## src/rtl/psw_flag_pkg.sv

```systemverilog
package psw_flag_pkg;
  localparam int CLASS_W   = 5;
  localparam int NUM_FLAGS = 3;
  // index of each flag in the flag vector and in the direct-write bus
  localparam int F_CY = 2;
  localparam int F_AC = 1;
  localparam int F_OV = 0;

  typedef enum logic [CLASS_W-1:0] {
    IC_NONE    = 5'd0,
    IC_ADD     = 5'd1,
    IC_ADDC    = 5'd2,
    IC_SUBB    = 5'd3,
    IC_MUL     = 5'd4,
    IC_DIV     = 5'd5,
    IC_DA      = 5'd6,
    IC_RRC     = 5'd7,
    IC_RLC     = 5'd8,
    IC_SETC    = 5'd9,
    IC_CLRC    = 5'd10,
    IC_CPLC    = 5'd11,
    IC_ANDC    = 5'd12,
    IC_ANDC_N  = 5'd13,
    IC_ORC     = 5'd14,
    IC_ORC_N   = 5'd15,
    IC_MOVC    = 5'd16,
    IC_CMPJ    = 5'd17
  } instr_class_e;

  typedef enum logic [1:0] {
    ACT_KEEP = 2'd0,
    ACT_CLR  = 2'd1,
    ACT_SET  = 2'd2,
    ACT_LOAD = 2'd3
  } flag_act_e;
endpackage

```

## src/rtl/psw_flag_policy.sv

```systemverilog
module psw_flag_policy
  import psw_flag_pkg::*;
(
  input  logic                              valid,
  input  logic [CLASS_W-1:0]                cls,
  output flag_act_e [NUM_FLAGS-1:0]         act,
  output logic                              cy_from_bool
);
  always_comb begin
    act          = {NUM_FLAGS{ACT_KEEP}};
    cy_from_bool = 1'b0;
    if (valid) begin
      case (cls)
        IC_ADD, IC_ADDC, IC_SUBB: begin
          act[F_CY] = ACT_LOAD;
          act[F_AC] = ACT_LOAD;
          act[F_OV] = ACT_LOAD;
        end
        IC_MUL, IC_DIV: begin
          act[F_CY] = ACT_CLR;
          act[F_OV] = ACT_LOAD;
        end
        IC_DA, IC_RRC, IC_RLC, IC_CMPJ: act[F_CY] = ACT_LOAD;
        IC_SETC: act[F_CY] = ACT_SET;
        IC_CLRC: act[F_CY] = ACT_CLR;
        IC_CPLC, IC_ANDC, IC_ANDC_N, IC_ORC, IC_ORC_N, IC_MOVC: begin
          act[F_CY]    = ACT_LOAD;
          cy_from_bool = 1'b1;
        end
        default: ;
      endcase
    end
  end
endmodule

```

## src/rtl/psw_bool_carry.sv

```systemverilog
module psw_bool_carry
  import psw_flag_pkg::*;
(
  input  logic [CLASS_W-1:0] cls,
  input  logic               cy_now,
  input  logic               bit_in,
  output logic               bool_res
);
  logic bit_eff;

  always_comb begin
    bit_eff = ((cls == IC_ANDC_N) || (cls == IC_ORC_N)) ? ~bit_in : bit_in;
    case (cls)
      IC_CPLC:            bool_res = ~cy_now;
      IC_ANDC, IC_ANDC_N: bool_res = cy_now & bit_eff;
      IC_ORC, IC_ORC_N:   bool_res = cy_now | bit_eff;
      IC_MOVC:            bool_res = bit_eff;
      default:            bool_res = cy_now;
    endcase
  end
endmodule

```

## src/rtl/psw_flag_cell.sv

```systemverilog
module psw_flag_cell
  import psw_flag_pkg::*;
(
  input  logic      clk,
  input  logic      rst,
  input  flag_act_e act,
  input  logic      load_val,
  input  logic      wr_en,
  input  logic      wr_val,
  output logic      q
);
  always_ff @(posedge clk) begin
    if (rst) begin
      q <= 1'b0;
    end else if (wr_en) begin
      q <= wr_val;
    end else begin
      case (act)
        ACT_CLR:  q <= 1'b0;
        ACT_SET:  q <= 1'b1;
        ACT_LOAD: q <= load_val;
        default:  q <= q;
      endcase
    end
  end
endmodule

```

## src/rtl/psw_flag_unit.sv

```systemverilog
module psw_flag_unit
  import psw_flag_pkg::*;
(
  input  logic               clk,
  input  logic               rst,
  input  logic               instr_valid,
  input  logic [CLASS_W-1:0] instr_class,
  input  logic               alu_carry,
  input  logic               alu_ovf,
  input  logic               alu_half_carry,
  input  logic               bit_operand,
  input  logic               psw_wr_en,
  input  logic [NUM_FLAGS-1:0] psw_wr_flags,
  output logic               cy,
  output logic               ac,
  output logic               ov
);
  flag_act_e [NUM_FLAGS-1:0] act;
  logic                      cy_from_bool;
  logic                      bool_res;
  logic [NUM_FLAGS-1:0]      load_val;
  logic [NUM_FLAGS-1:0]      flags_q;

  psw_flag_policy u_policy (
    .valid        (instr_valid),
    .cls          (instr_class),
    .act          (act),
    .cy_from_bool (cy_from_bool)
  );

  psw_bool_carry u_bool (
    .cls      (instr_class),
    .cy_now   (flags_q[F_CY]),
    .bit_in   (bit_operand),
    .bool_res (bool_res)
  );

  always_comb begin
    load_val       = '0;
    load_val[F_CY] = cy_from_bool ? bool_res : alu_carry;
    load_val[F_AC] = alu_half_carry;
    load_val[F_OV] = alu_ovf;
  end

  for (genvar i = 0; i < NUM_FLAGS; i++) begin : g_flag
    psw_flag_cell u_cell (
      .clk      (clk),
      .rst      (rst),
      .act      (act[i]),
      .load_val (load_val[i]),
      .wr_en    (psw_wr_en),
      .wr_val   (psw_wr_flags[i]),
      .q        (flags_q[i])
    );
  end

  assign cy = flags_q[F_CY];
  assign ac = flags_q[F_AC];
  assign ov = flags_q[F_OV];

  // ---------------- assertions ----------------
  assert_reset_clear_R1: assert property (@(posedge clk)
    rst |=> ({cy, ac, ov} == 3'b000));

  assert_arith_load_R2: assert property (@(posedge clk) disable iff (rst)
    (instr_valid && !psw_wr_en &&
     (instr_class == IC_ADD || instr_class == IC_ADDC || instr_class == IC_SUBB))
    |=> (cy == $past(alu_carry) && ac == $past(alu_half_carry) && ov == $past(alu_ovf)));

  assert_muldiv_R3: assert property (@(posedge clk) disable iff (rst)
    (instr_valid && !psw_wr_en && (instr_class == IC_MUL || instr_class == IC_DIV))
    |=> (!cy && ov == $past(alu_ovf) && ac == $past(ac)));

  assert_cy_only_R4: assert property (@(posedge clk) disable iff (rst)
    (instr_valid && !psw_wr_en &&
     (instr_class == IC_DA || instr_class == IC_RRC ||
      instr_class == IC_RLC || instr_class == IC_CMPJ))
    |=> (cy == $past(alu_carry) && $stable(ac) && $stable(ov)));

  assert_set_clr_R5: assert property (@(posedge clk) disable iff (rst)
    (instr_valid && !psw_wr_en && (instr_class == IC_SETC || instr_class == IC_CLRC))
    |=> (cy == ($past(instr_class) == IC_SETC) && $stable(ac) && $stable(ov)));

  assert_bool_side_R6: assert property (@(posedge clk) disable iff (rst)
    (instr_valid && !psw_wr_en && instr_class >= IC_CPLC && instr_class <= IC_MOVC)
    |=> ($stable(ac) && $stable(ov)));

  assert_idle_hold_R7: assert property (@(posedge clk) disable iff (rst)
    (!psw_wr_en && (!instr_valid || instr_class == IC_NONE || instr_class > IC_CMPJ))
    |=> $stable({cy, ac, ov}));

  assert_direct_wins_R8: assert property (@(posedge clk) disable iff (rst)
    psw_wr_en |=> ({cy, ac, ov} == $past(psw_wr_flags)));
endmodule

```

## config.mk

```make
export PLATFORM = sky130hd
export DESIGN_NAME = psw_flag_unit
export DESIGN_NICKNAME = d
export VERILOG_FILES = /design/src/rtl/psw_flag_pkg.sv /design/src/rtl/psw_flag_policy.sv /design/src/rtl/psw_bool_carry.sv /design/src/rtl/psw_flag_cell.sv /design/src/rtl/psw_flag_unit.sv
export SDC_FILE = /design/constraint.sdc
export NUM_CORES = 1
export LEC_CHECK = 0
export BUFFER_PORTS_ARGS = -buffer_cell sky130_fd_sc_hd__buf_2
export CAP_MARGIN = 30
export CORE_AREA = 2 2 39 41
export CTS_CLUSTER_SIZE = 40
export DETAILED_ROUTE_END_ITERATION = 8
export DIE_AREA = 0 0 41 43
export SLEW_MARGIN = 15
export SYNTH_ARGS = -nofsm -noshare
export SYNTH_HDL_FRONTEND = slang
export SYNTH_SLANG_ARGS = --single-unit
```

## constraint.sdc

```tcl
create_clock -name clk -period 3.1 [get_ports clk]
set_input_delay 0 -clock clk [delete_from_list [all_inputs] [get_ports clk]]
set_output_delay 0 -clock clk [all_outputs]
set_load 0.02 [all_outputs]
```

==> metrics.md <==
| Metric | Value |
|---|---|
| Commonest cells in the netlist | `nor2_1 (6), inv_1 (4), dfxtp_1 (3)` |
| M1 GR Usage | `0.144` |
| Net Count, Synth | `63` |
| Grt ovf | `0` |
| Cts hold-fix bufs | `1` |
| H-tree Lvls | `1` |
| Yosys top cell area share | `0.160` |
| Clk pin slew, worst setup/hold paths | `0.04 ns` |
| Leak pwr | `0.259 nW` |
| Ys flop type | `dfxtp_1` |
| Nets | `86` |
| Power density cells | `324 mW/mm²` |
| TritonCTS clock tree | `done` |
| Post-synth EDFFs | `0` |
| Total Neg Setup Slack | `0 ns` |
| Largest net degree at the start of global routing | `10` |
| Yosys warning count | `0` |
| Max-slew violations | `0` |
| Worst path required time | `3.20 ns` |
| Vias/cell | `5.25` |
| Crit-path slowest cell | `dfxtp_1` |
| Core ar. | `0.00138 mm²` |
| Status | `finished, final reports clean` |
| Setup WS post-layout | `1.89 ns` |
| Max Clk Rate | `0.830 GHz` |
| # diodes | `0` |
| FILL cells | `160` |
| DIE AREA | `0.00176 mm²` |
| GPL Wtd Cong | `0.748` |
| Met2 GRT Util | `0.184` |
| First-pass GRT wire length | `1500 µm` |
| Clk Latency, worst-skew pair | `0.24 ns` |
| Vias in the first global route | `369` |
| Worst slew pin tran | `0.361 ns` |
| Delay-heaviest family, CP | `simple AND/OR/NAND/NOR gates` |
| Final ANT Viol Nets | `0` |
| Clock Sinks | `3` |
| Placement row count | `14` |
| Setup violations, final | `0` |
| GR Layer Usage met3 | `0.0838` |
| Max reg flops | `3` |
| Die Y | `43 µm` |
| First-pass DRT Iterations | `4` |
| Final period util | `0.389` |
| Final Hold Viols | `0` |
| Initial antenna violation count | `0` |
| Synth area leaders | `dfxtp_1 (16%), nor2_1 (6.0%), mux2i_1 (5.3%), o211a_1 (5.3%), a2111oi_2 (4.0%)` |
| Sequential element share of the synthesized area | `0.160` |
| IO Port Bufs | `18` |
| Clock skew | `0 ns` |
| Busiest grt layer | `met2` |
| Post-place setup slack | `1.89 ns` |
| Clock buffer depth | `2` |
| Initial drt markers | `11` |
| Peak VDD IR | `0.000188 V` |
| Top reg by flops | `g_flag.u_cell.q` |
| Buffers & Inverters on Critical Path | `0` |
| Post-synthesis cell type count | `32` |
| Setup CP Type | `reg2reg` |
| GRT Util Overall | `0.129` |
| Min Tclk post-route | `1.21 ns` |
| CTS Buf Count | `3` |
| Synth area leader | `dfxtp_1` |
| Rel. slew slack | `0.757` |
| Async SR Flop Fraction | `0` |
| Worst Hold Class | `in2reg` |
| Synthesized cell area | `375 µm²` |
| Clock tree root driver cell | `clkbuf_4` |
| DRC violations left | `0` |
| Area delta synth->final | `37.7%` |
| Worst hold margin | `0.0397 ns` |
| RSZ-0062 raised after global routing | `false` |
| Largest regs | `g_flag.u_cell.q (3)` |
| Most Frequent Cell on Critical Path | `o211ai_1` |
| Proportion of layout cells with a drive suffix above 1 | `0.420` |
| Post-CTS resize count | `0` |
| Yosys reg bits | `3` |
| Post-Syn Instances | `47` |
| Critical Path End Type | `flip-flop` |
| Startpoint class of the critical path | `flip-flop` |
| Final core occ | `0.373` |
| Avg WL per Cell | `10.8 µm` |
| Maxcap violations | `0` |
| Crit-path max FO | `6` |
| Critical-path cell list | `or2_2 > o211ai_1 > and4_4 > o211ai_1` |
| CP arrival | `1.31 ns` |
| Initial Util | `0.271` |
| Final WL | `914 µm` |
| Slowest stage delay, CP | `0.34 ns` |
| Top Ports | `19` |
| Most common cell in the netlist | `nor2_1` |
| Via count | `446` |
| Post-detail-place hpwl | `749 µm` |
| Postcts setup bufs | `0` |
| Synth Area per Inst | `7.99 µm²` |
| Chip Width | `41 µm` |
where the power goes:
group / internal (mW) / switching, mW / leakage [nW] / total [mW]
Sequential: 0.0420 / 0.00255 / 0.0249 / 0.0445
Clock: 0.0483 / 0.0215 / 0.0150 / 0.0698
Combinational: 0.0255 / 0.0274 / 0.219 / 0.0529
worst min-delay path, cell delays in order:
cell and delay, ns:
buf_2 0.09, nor2_1 0.08, a211oi_1 0.05
layer usage:
metal	vias up	routed length [µm]	share of wire
li1	232	-	-
met1	196	366	0.40
met2	16	444	0.49
met3	2	88	0.096
met4	0	14	0.015
met5	-	0	0
cell families (layout without fill, tap and decap cells):
family,count (synthesis),in the layout,share of synthesized area
xor gates and xnor gates,1,1,0.0233
muxes,2,2,0.0533
buffers and inverters,5,27,0.0533
AOI/OAI and AO/OA,14,14,0.327
DFF,3,3,0.160
and+or+nand+nor,22,22,0.383
stage by stage:
step	instance area [µm²]	total power, mW	std cells
6_report	517	0.167	85
5_1_grt	517	0.182	85
4_1_cts	517	0.171	85
3_5_place_dp	480	0.0974	80
3_3_place_gp	480	0.0975	80
2_1_floorplan	375	0.0749	47
worst paths after layout:
check / start / cells past startpoint / slack (ns) / end
worst max-delay path: g_flag[2].u_cell.q / 4 / 1.89 / g_flag[2].u_cell.q
worst min-delay path: psw_wr_flags[1] / 3 / 0.04 / g_flag[1].u_cell.q
worst max register to register: g_flag[2].u_cell.q / 4 / 1.89 / g_flag[2].u_cell.q
worst min register to register: g_flag[1].u_cell.q / 2 / 0.57 / g_flag[1].u_cell.q
cell usage in the layout (no fill, tap or decap), drive strengths merged, types with 2 or more instances in the layout:
cell type / count
clkbuf: 4
and3: 3
nand2b: 2
nor3: 2
inv: 4
nor2: 6
o211ai: 2
dfxtp: 3
a211oi: 2
buf: 18
o211a: 2
mux2i: 2
cell type report:
| class | instances | area, µm² | share of cell area |
|---|---|---|---|
| repair buffers | 19 | 100 | 0.194 |
| flip-flops and latches | 3 | 60.1 | 0.116 |
| multi-input cells | 39 | 295 | 0.571 |
| well taps | 16 | 20.0 | 0.0387 |
| clock buffers | 4 | 26.3 | 0.0508 |
| inverters | 4 | 15.0 | 0.0291 |
No activity file was read; power rests on OpenSTA's default activity.
